===== config.mk =====
export PLATFORM = sky130hd
export DESIGN_NAME = dram_req_arbiter
export DESIGN_NICKNAME = d
export VERILOG_FILES = /design/src/rtl/dram_arb_pkg.sv /design/src/rtl/dram_arb_select.sv /design/src/rtl/dram_arb_align.sv /design/src/rtl/dram_arb_outreg.sv /design/src/rtl/dram_req_arbiter.sv
export SDC_FILE = /design/constraint.sdc
export NUM_CORES = 1
export LEC_CHECK = 0
export BUFFER_PORTS_ARGS = -buffer_cell sky130_fd_sc_hd__clkbuf_2
export CORE_MARGIN = 2
export CORE_UTILIZATION = 36
export CTS_BUF_LIST = sky130_fd_sc_hd__clkbuf_16
export CTS_CLUSTER_DIAMETER = 80
export DETAILED_ROUTE_END_ITERATION = 8
export PLACE_DENSITY = 0.84
export SLEW_MARGIN = 20
export SYNTH_ARGS = -nofsm -noshare
export SYNTH_HDL_FRONTEND = slang
export SYNTH_SLANG_ARGS = --single-unit
export TNS_END_PERCENT = 20

===== constraint.sdc =====
create_clock -name clk -period 3.4 [get_ports clk]
set_clock_uncertainty 0.15 [all_clocks]
set_input_delay 0.17 -clock clk [delete_from_list [all_inputs] [get_ports clk]]
set_output_delay 0.17 -clock clk [all_outputs]
set_load 0.05 [all_outputs]

===== src/rtl/dram_arb_pkg.sv =====
package dram_arb_pkg;
   typedef enum logic [1:0] {
      CMD_IDLE    = 2'd0,
      CMD_WRITE   = 2'd1,
      CMD_RD_INST = 2'd2,
      CMD_RD_DATA = 2'd3
   } dram_cmd_e;
endpackage


===== src/rtl/dram_arb_select.sv =====
// Fixed-priority choice of the next DRAM request (reset is applied in the register stage).
module dram_arb_select
   import dram_arb_pkg::*;
(
   input  logic      busy,
   input  logic      buf_full,
   input  logic      buf_empty,
   input  logic      data_miss,
   input  logic      inst_miss,
   output dram_cmd_e next_cmd
);
   always_comb begin
      if (busy)                next_cmd = CMD_IDLE;
      else if (buf_full)       next_cmd = CMD_WRITE;
      else if (data_miss)      next_cmd = CMD_RD_DATA;
      else if (inst_miss)      next_cmd = CMD_RD_INST;
      else if (!buf_empty)     next_cmd = CMD_WRITE;
      else                     next_cmd = CMD_IDLE;
   end
endmodule


===== src/rtl/dram_arb_align.sv =====
// Turns a CPU byte address into the DRAM word address of the start of its line.
module dram_arb_align #(
   parameter int CPU_AW   = 32,
   parameter int DRAM_AW  = 23,
   parameter int LINE_LSB = 5,
   parameter int PAD_W    = 3
) (
   input  logic [CPU_AW-1:0]  byte_addr,
   output logic [DRAM_AW-1:0] line_addr
);
   localparam int FIELD_W = DRAM_AW - PAD_W;

   generate
      if (PAD_W == 0) begin : g_no_pad
         assign line_addr = byte_addr[LINE_LSB +: FIELD_W];
      end else begin : g_pad
         assign line_addr = {byte_addr[LINE_LSB +: FIELD_W], {PAD_W{1'b0}}};
      end
   endgenerate
endmodule


===== src/rtl/dram_arb_outreg.sv =====
// Output register: picks the address that belongs to the chosen command and stores both.
module dram_arb_outreg
   import dram_arb_pkg::*;
#(
   parameter int DRAM_AW = 23
) (
   input  logic               clk,
   input  logic               rst,
   input  dram_cmd_e          next_cmd,
   input  logic [DRAM_AW-1:0] head_addr,
   input  logic [DRAM_AW-1:0] inst_line,
   input  logic [DRAM_AW-1:0] data_line,
   output dram_cmd_e          cmd_q,
   output logic [DRAM_AW-1:0] addr_q
);
   logic [DRAM_AW-1:0] addr_d;

   always_comb begin
      unique case (next_cmd)
         CMD_WRITE:   addr_d = head_addr;
         CMD_RD_INST: addr_d = inst_line;
         CMD_RD_DATA: addr_d = data_line;
         default:     addr_d = '0;
      endcase
   end

   always_ff @(posedge clk) begin
      if (rst) begin
         cmd_q  <= CMD_IDLE;
         addr_q <= '0;
      end else begin
         cmd_q  <= next_cmd;
         addr_q <= addr_d;
      end
   end
endmodule


===== src/rtl/dram_req_arbiter.sv =====
module dram_req_arbiter
   import dram_arb_pkg::*;
#(
   parameter int CPU_AW   = 32,
   parameter int DRAM_AW  = 23,
   parameter int LINE_LSB = 5,
   parameter int PAD_W    = 3
) (
   input  logic               clk,
   input  logic               rst,
   input  logic [CPU_AW-1:0]  ifetch_addr,
   input  logic [CPU_AW-1:0]  dload_addr,
   input  logic               ifetch_miss,
   input  logic               dload_miss,
   input  logic               wbuf_full,
   input  logic               wbuf_empty,
   input  logic               mem_busy,
   input  logic [DRAM_AW-1:0] wbuf_head_addr,
   output logic [1:0]         dram_cmd,
   output logic [DRAM_AW-1:0] dram_addr
);
   localparam int FIELD_W = DRAM_AW - PAD_W;
   localparam int FIELD_HI = LINE_LSB + FIELD_W - 1;

   generate
      if (FIELD_W < 1) begin : g_bad_pad
         $error("dram_req_arbiter: PAD_W must be smaller than DRAM_AW");
      end
      if (FIELD_HI >= CPU_AW) begin : g_bad_field
         $error("dram_req_arbiter: line index runs past the CPU address");
      end
   endgenerate

   dram_cmd_e          next_cmd;
   dram_cmd_e          cmd_q;
   logic [DRAM_AW-1:0] inst_line;
   logic [DRAM_AW-1:0] data_line;

   dram_arb_select u_select (
      .busy      (mem_busy),
      .buf_full  (wbuf_full),
      .buf_empty (wbuf_empty),
      .data_miss (dload_miss),
      .inst_miss (ifetch_miss),
      .next_cmd  (next_cmd)
   );

   dram_arb_align #(
      .CPU_AW(CPU_AW), .DRAM_AW(DRAM_AW), .LINE_LSB(LINE_LSB), .PAD_W(PAD_W)
   ) u_align_inst (
      .byte_addr (ifetch_addr),
      .line_addr (inst_line)
   );

   dram_arb_align #(
      .CPU_AW(CPU_AW), .DRAM_AW(DRAM_AW), .LINE_LSB(LINE_LSB), .PAD_W(PAD_W)
   ) u_align_data (
      .byte_addr (dload_addr),
      .line_addr (data_line)
   );

   dram_arb_outreg #(.DRAM_AW(DRAM_AW)) u_outreg (
      .clk       (clk),
      .rst       (rst),
      .next_cmd  (next_cmd),
      .head_addr (wbuf_head_addr),
      .inst_line (inst_line),
      .data_line (data_line),
      .cmd_q     (cmd_q),
      .addr_q    (dram_addr)
   );

   assign dram_cmd = cmd_q;
endmodule


---- Yosys cells after proc, flatten, opt, wreduce, memory -nomap -nowiden ----
Index checks and enable logic that the tools add are counted.
Widths: inputs -> output; s select.
storage, ports and cells
  memories kept ........................... 0
  bits in writable memories ............... 0
  input port bits ......................... 94
  bits in read-only memories .............. 0
  output and inout port bits .............. 25
  latch bits .............................. 0
  register bits after elaboration ......... 25
  logic and storage cells ................. 11
operators by class
  equality and inequality tests ........... 3
  shift operators ......................... 0
  order comparisons ....................... 0
  mux-type cells .......................... 6
  divide/modulo/power cells ............... 0
  multiply operators ...................... 0
  reduce and logical (&&, ||, !) cells .... 0
  bitwise gates (word level) .............. 0
  add/sub/neg operators ................... 0
operators with widths
  operator            count
  $pmux 23 s3         1
  $mux 2              4
  $eq 2x2->1 const B  2
  $eq 2x1->1 const B  1
  $mux 1              1

---- Longest topological paths before layout ----
Gate-level depths: netlist of run 1.
  word-level depth ........................ 7
  depth in mapped cells ................... 5
  mapped depth without buffers ............ 3

---- Hierarchy ----
A second synthesis of run 1 with hierarchy kept.
unflattened totals
  cell total of the unflattened synthesis .. 162
  area total of the unflattened synthesis .. 1503.9 µm²
by module, submodules not included
  module           times used  sequential area each (µm²)  cells each  area each (µm²)
  dram_arb_outreg  1           500.5                       109         1127.3
  dram_arb_align   2           0.0                         24          176.4
  dram_arb_select  1           0.0                         5           23.8

---- Least setup slack after synthesis of run 1 ----
Ideal clock, no wire load.
  path type ............................... input port to flip-flop
  from .................................... input dload_miss
  to ...................................... register u_outreg.addr_q[4]
  data arrival time ....................... 1.136 ns
  library setup time ...................... 0.060 ns
  required time ........................... 3.190 ns
  slack ................................... 2.054 ns
  cell stages on the path ................. 5
  buffers on the path ..................... 2
  cells stage by stage .................... buf_6 > or3_4 > a21oi_4 > buf_6 > a22o_1
on the way
  word-level cells in the longest chain between the ends .. 5
  elaborated cells on any way between the ends .. 7
  those cells by class .................... eq/ne (3); mux (4)
ends and longest elaborated chain
  element                                          RTL line                source
  from (decl)                                      dram_req_arbiter.sv:14  input logic dload_miss,
  $mux 2 (*)                                       dram_arb_select.sv:15   else if (data_miss) next_cmd = CMD_RD_DATA;
  $mux 2 (*)                                       dram_arb_select.sv:14   else if (buf_full) next_cmd = CMD_WRITE;
  $mux 2 (*)                                       dram_arb_select.sv:13   if (busy) next_cmd = CMD_IDLE;
  $eq 2x2->1 / $eq 2x1->1 (equally long branches)  dram_arb_outreg.sv:19   unique case (next_cmd)
  $pmux 23 s3 (*)                                  dram_arb_outreg.sv:19
  to (signal assigned)                             dram_arb_outreg.sv:33   addr_q <= addr_d;
  to (decl)                                        dram_arb_outreg.sv:14   output logic [DRAM_AW-1:0] addr_q
Mark *: on every way between the ends. The rest lies on a longest branch, timed or not.
A chain may end at the register's enable or synchronous reset.

---- Final worst setup path of run 1 ----
  from .................................... input dload_miss
  to ...................................... register u_outreg.addr_q[13]
Same word-level chain as after synthesis.

==> results.md, run 1 <==
* Outcome: finished, violations left
* Failing checks: DRC
* CTS tree: yes
* Core area at 2810 sq um
* NetSw at 0.000203 W
* Largest stage delay, worst path at 0.54 ns
* Cell Area, Synth at 1080 sq um
* Via density at 4.91
* CTS clk-pin slew, worst paths at 0.06 ns
* 1st-iter DRT viols at 38
* Critical path data required time at 3.44 ns
* Crit. End Element: flip-flop
* Place WS at 1.32 ns
* F_max at 0.551 GHz
* Multi-input gate area at 514 sq um
* Met3 GRT Util at 3.52%
* Drt first pass iters at 6
* Max cap viols at 0
* Maximum clock insertion buffer count at 2
* Post-route DRC at 8
* Switch share at 27.3%
* Worst-margin pin slew at 0.717 ns
* Distinct cells, synth at 15
* Hold WC Path Type: in2reg
* Final wirelength at 3620 microns
* Total power at 0.000743 W
* Setup TNS at 0 ns
* Die Width at 58.7 microns
* Crit path DAT at 1.86 ns
* Leak Pwr at 0.962 nW
* Via count at 1330
* Die Ht at 58.7 microns
* Tot GR Track Use at 21.7%
* Gate Count Post-Synth at 129
* Placed wire-length estimate at 2240 microns
* M1 GR Usage at 22.5%
* Worst-path maximum fanout at 43
* Gpl congestion at 0.779
* H-tree Lvls at 1
* Max Slew Vio Count at 0
* P_int at 0.000540 W
* Final worst-path cycle share at 53.4%
* Synth Warn # at 0
* Unrepaired setup endpoints after global routing: false
* Clock sinks at 25
* # resized after CTS at 0
* GR peak layer: met2
* Synth Register Bits at 25
* Row count at 19
* Sequential area share after synthesis at 46.4%
* Delay-heaviest family, CP: compound AO/OA/AOI/OAI gates
* Initial core utilization at 38.4%
* Register area at 500 sq um
* Post-Layout Cell Count at 271
* Tmin final at 1.82 ns
* PwrDens at 402 nW/um^2
* Startpoint types: input port
* Met2 usage at 42.1%
* DP Cell Count at 244
* Initial antenna violation count at 0
* Worst setup path category: in2reg
* Worst slew margin at 52.2%
* GRT overflow at 0
* Final setup margin at 1.58 ns
* DRT antenna net count at 0
* Largest net degree at the start of global routing at 44
* Clk root buf: clkbuf_16
* CP cell instances: clkbuf_2 -> or3_4 -> a21oi_4 -> a22o_1
* Layout cells sized above 1 at 42.9%
* Count of final setup violators at 0
* Worst path depth at 4
* Crit path to: u_outreg.addr_q[13]
* Clk network pwr share at 34.0%
* Layout area overhead at 71.1%
* Hold Vio Cnt, Final at 0
* Vias in the first global route at 1336
* Port Buffers at 94
* Crit. Startpoint: dload_miss
* TritonCTS Buffers at 3
* Final Net Count at 335
* Sequential power share at 41.8%
* Die area at 3450 sq um
* Final Util at 65.8%
* WL/cell at 13.4 microns
* CP max-delay cell: or3_4
* First-pass GRT wire length at 5710 microns
* VDD IR max at 0.213 mV
* Avg Cell Area, Syn at 8.36 sq um
* Net Count, Synth at 223
* FILL cells at 250
* Buf+Inv Stages, Crit Path at 1
* Combinational share of power at 24.2%
* Antenna cells at 0
* Top Ports at 119
power by group through the flow:
stage / clock (W) / sequential, W / combinational [W]
CTS: 0.000259 / 0.000311 / 0.000176
global route: 0.000270 / 0.000312 / 0.000194
finish: 0.000253 / 0.000311 / 0.000179
detailed placement: 0 / 0.000317 / 0.000156
floorplan: 0 / 0.000367 / 0.0000481
global placement: 0 / 0.000317 / 0.000155
cells in the mapped netlist (all sizes together):
| cell type | instances | area, sq um |
|---|---|---|
| buf | 4 | 38.8 |
| or3 | 1 | 11.3 |
| nor3 | 2 | 10.0 |
| a22o | 20 | 175 |
| inv | 1 | 3.75 |
| or2 | 1 | 8.76 |
| clkbuf | 7 | 26.3 |
| dfxtp | 25 | 500 |
| nand2 | 40 | 150 |
| and2 | 3 | 18.8 |
| a211oi | 1 | 7.51 |
| nor2 | 3 | 11.3 |
| a21oi | 1 | 16.3 |
| o21ai | 20 | 100 |
final cells by class:
cell class / instances / area share [%]
Clock buffer: 3 / 4.07
Tap cell: 31 / 2.10
Inverter: 1 / 0.203
Timing Repair Buffer: 118 / 38.4
Clock inverter: 1 / 0.271
Sequential cell: 25 / 27.1
Multi-Input combinational cell: 92 / 27.9
metrics by stage:
| step | hold slack (ns) | area (sq um) |
|---|---|---|
| CTS | 0.00246 | 1830 |
| global route | 0.00718 | 1850 |
| floorplan | 0.0987 | 1080 |
| detailed placement | 0.228 | 1540 |
| finish | 0.00978 | 1850 |
| global placement | 0.224 | 1540 |
repair_timing:
item                                   4_1_cts  5_1_grt
endpoints found under the hold margin       21        2
hold buffers                                21        2
setup buffers                                0        0
worst min-delay path by stage:
stage                      startpoint                 end  slack (ns)  depth (start not counted)
floorplan                   wbuf_full   u_outreg.cmd_q[1]         0.1                          1
global placement    wbuf_head_addr[0]  u_outreg.addr_q[0]        0.22                          2
detailed placement  wbuf_head_addr[0]  u_outreg.addr_q[0]        0.23                          2
CTS                 wbuf_head_addr[9]  u_outreg.addr_q[9]       0.002                          2
global route                wbuf_full   u_outreg.cmd_q[1]       0.007                          2
finish                      wbuf_full   u_outreg.cmd_q[1]        0.01                          2
state kept, by name, indices dropped and copies added (netlist names):
name and cells:
u_outreg.cmd_q 2, u_outreg.addr_q 23
cell families after synthesis:
family	after synthesis	share of synthesized area, %
buffers and inverters	12	6.38
AO/OA/AOI/OAI	42	27.7
AND/OR/NAND/NOR	50	19.5
flip-flops	25	46.4
cells in the final DEF (no fill, tap or decap):
master         netlist  final
clkbuf_2             0     94
nand2_1             40     40
dfxtp_1             25     25
dlygate4sd3_1        0     23
o21ai_0             20     20
a22o_1              20     20
nor2_1               3      3
and2_1               3      3
clkbuf_16            0      3
nor3_1               2      2
inv_1                1      1
or3_4                1      1
or2_4                1      1
a21oi_4              1      1
a211oi_2             0      1
clkinv_2             0      1
buf_4                0      1
routing by layer:
metal | wire (microns) | vias to the layer above
li1 | - | 664
met1 | 1300 | 581
met2 | 1920 | 75
met3 | 305 | 10
met4 | 93 | 0
met5 | 0 | -
Power figures use the tool's default switching activity.
==> inputs of run 2 (changes only) <==
- CORE_UTILIZATION: 36 -> 34
- PLACE_DENSITY: 0.84 -> 0.8
- clock period: 3.4 -> 1.9 ns (I/O delays scaled with it)
==> results.md, run 2 (synthesis gave the netlist of run 1 again) <==
* Outcome: finished, violations left
* Failing checks: hold timing
* H-tree Lvls at 1
* WL/cell at 12.0 microns
* Via count at 1329
* DRT antenna net count at 0
* Worst-path maximum fanout at 10
* Drt first pass iters at 3
* Worst-margin pin slew at 0.307 ns
* Hold WC Path Type: in2reg
* Core area at 3030 sq um
* Gpl congestion at 0.674
* Top Ports at 119
* Initial core utilization at 35.6%
* Final worst-path cycle share at 95.7%
* Max cap viols at 0
* Worst slew margin at 79.6%
* Crit. End Element: flip-flop
* Setup Buffers After CTS at 0
* Hold Vio Cnt, Final at 1
* Final wirelength at 3510 microns
* Most flops, register: u_outreg.addr_q
* Layout cells sized above 1 at 44.0%
* Die Ht at 60.3 microns
* Tot GR Track Use at 19.4%
* Port Buffers at 94
* Critical path data required time at 1.90 ns
* Clock sinks at 25
* Biggest regs: u_outreg.addr_q (23), u_outreg.cmd_q (2)
* Die area at 3640 sq um
* Largest register FFs at 23
* Worst setup path category: in2reg
* Commonest cells after routing, fill and taps aside: 94 x clkbuf_2, 40 x nand2_1, 26 x dlygate4sd3_1
* Setup TNS at 0 ns
* F_max at 0.550 GHz
* Largest net degree at the start of global routing at 39
* CTS tree: yes
* Leak Pwr at 1.00 nW
* Max Slew Vio Count at 0
* TritonCTS Buffers at 3
* Die Width at 60.3 microns
* Layout area overhead at 79.1%
* Most common cell after layout, fill and taps aside: clkbuf_2
* Final Net Count at 343
* Min Hold Slack at -0.000909 ns
* Initial antenna violation count at 0
* CTS clk-pin slew, worst paths at 0.07 ns
* Count of final setup violators at 0
* Startpoint types: input port
* First-pass GRT wire length at 5430 microns
* Unrepaired setup endpoints after global routing: false
* 1st-iter DRT viols at 42
* Row count at 20
* Antenna cells at 0
* Maximum clock insertion buffer count at 2
* Post-route DRC at 0
* Placed wire-length estimate at 2420 microns
* Clk root buf: clkbuf_16
* VDD IR max at 0.298 mV
* PwrDens at 702 nW/um^2
* Via density at 4.55
* GRT overflow at 0
* Vias in the first global route at 1324
* Crit path DAT at 1.82 ns
* Tmin final at 1.82 ns
==> run 2: power by group <==
part	internal, W	switching [W]
registers	0.000549	0.00000675
clock network	0.000285	0.000185
logic	0.000143	0.000187
total	0.000978	0.000379
==> run 2: final cells by class <==
type,instances,area [sq um]
Clock buffer,3,75.1
Tap cell,44,55.1
Multi-Input combinational cell,92,514
Sequential cell,25,500
Clock inverter,1,7.51
Inverter,1,3.75
Timing Repair Buffer,126,776
Fill cell,264,1100
==> run 2: worst max-delay path: stages <==
cell and delay, ns:
dlygate4sd3_1 0.53, clkbuf_2 0.14, inv_2 0.07, a21oi_4 0.05
buf_4 0.16, a22o_1 0.22, dlygate4sd3_1 0.54
==> run 2: repair_timing <==
| action | CTS | global route |
|---|---|---|
| endpoints found under the hold margin | 24 | 0 |
| endpoints found under the setup margin | 0 | 1 |
| hold buffers | 26 | 0 |
| gates resized for setup | 0 | 1 |
==> run 2: path summary, 6_finish.rpt <==
check	from	cells past startpoint	slack [ns]	to
hold / removal	rst	3	-0.0009	u_outreg.cmd_q[0]
setup / recovery	wbuf_full	7	0.08	u_outreg.addr_q[21]
==> run 2: metrics by stage <==
step           total power, W  cells  util, %  cell area (sq um)  setup WS [ns]
2_1_floorplan        0.000743    129        -               1080          0.629
3_5_place_dp         0.000856    262     52.5               1590          0.393
5_1_grt               0.00141    292     63.8               1930        0.00925
4_1_cts               0.00136    292     63.8               1930         0.0522
6_report              0.00136    292     63.8               1930         0.0811
3_3_place_gp         0.000851    262     52.5               1590          0.388
==> run 2: per-layer routing <==
metal  wire, microns  GRT usage (%)  up-vias
met5               0              0        -
met4              79           7.62        0
met3             279           4.11        8
met2            1800           36.6       59
met1            1350           20.8      582
li1                -              -      680
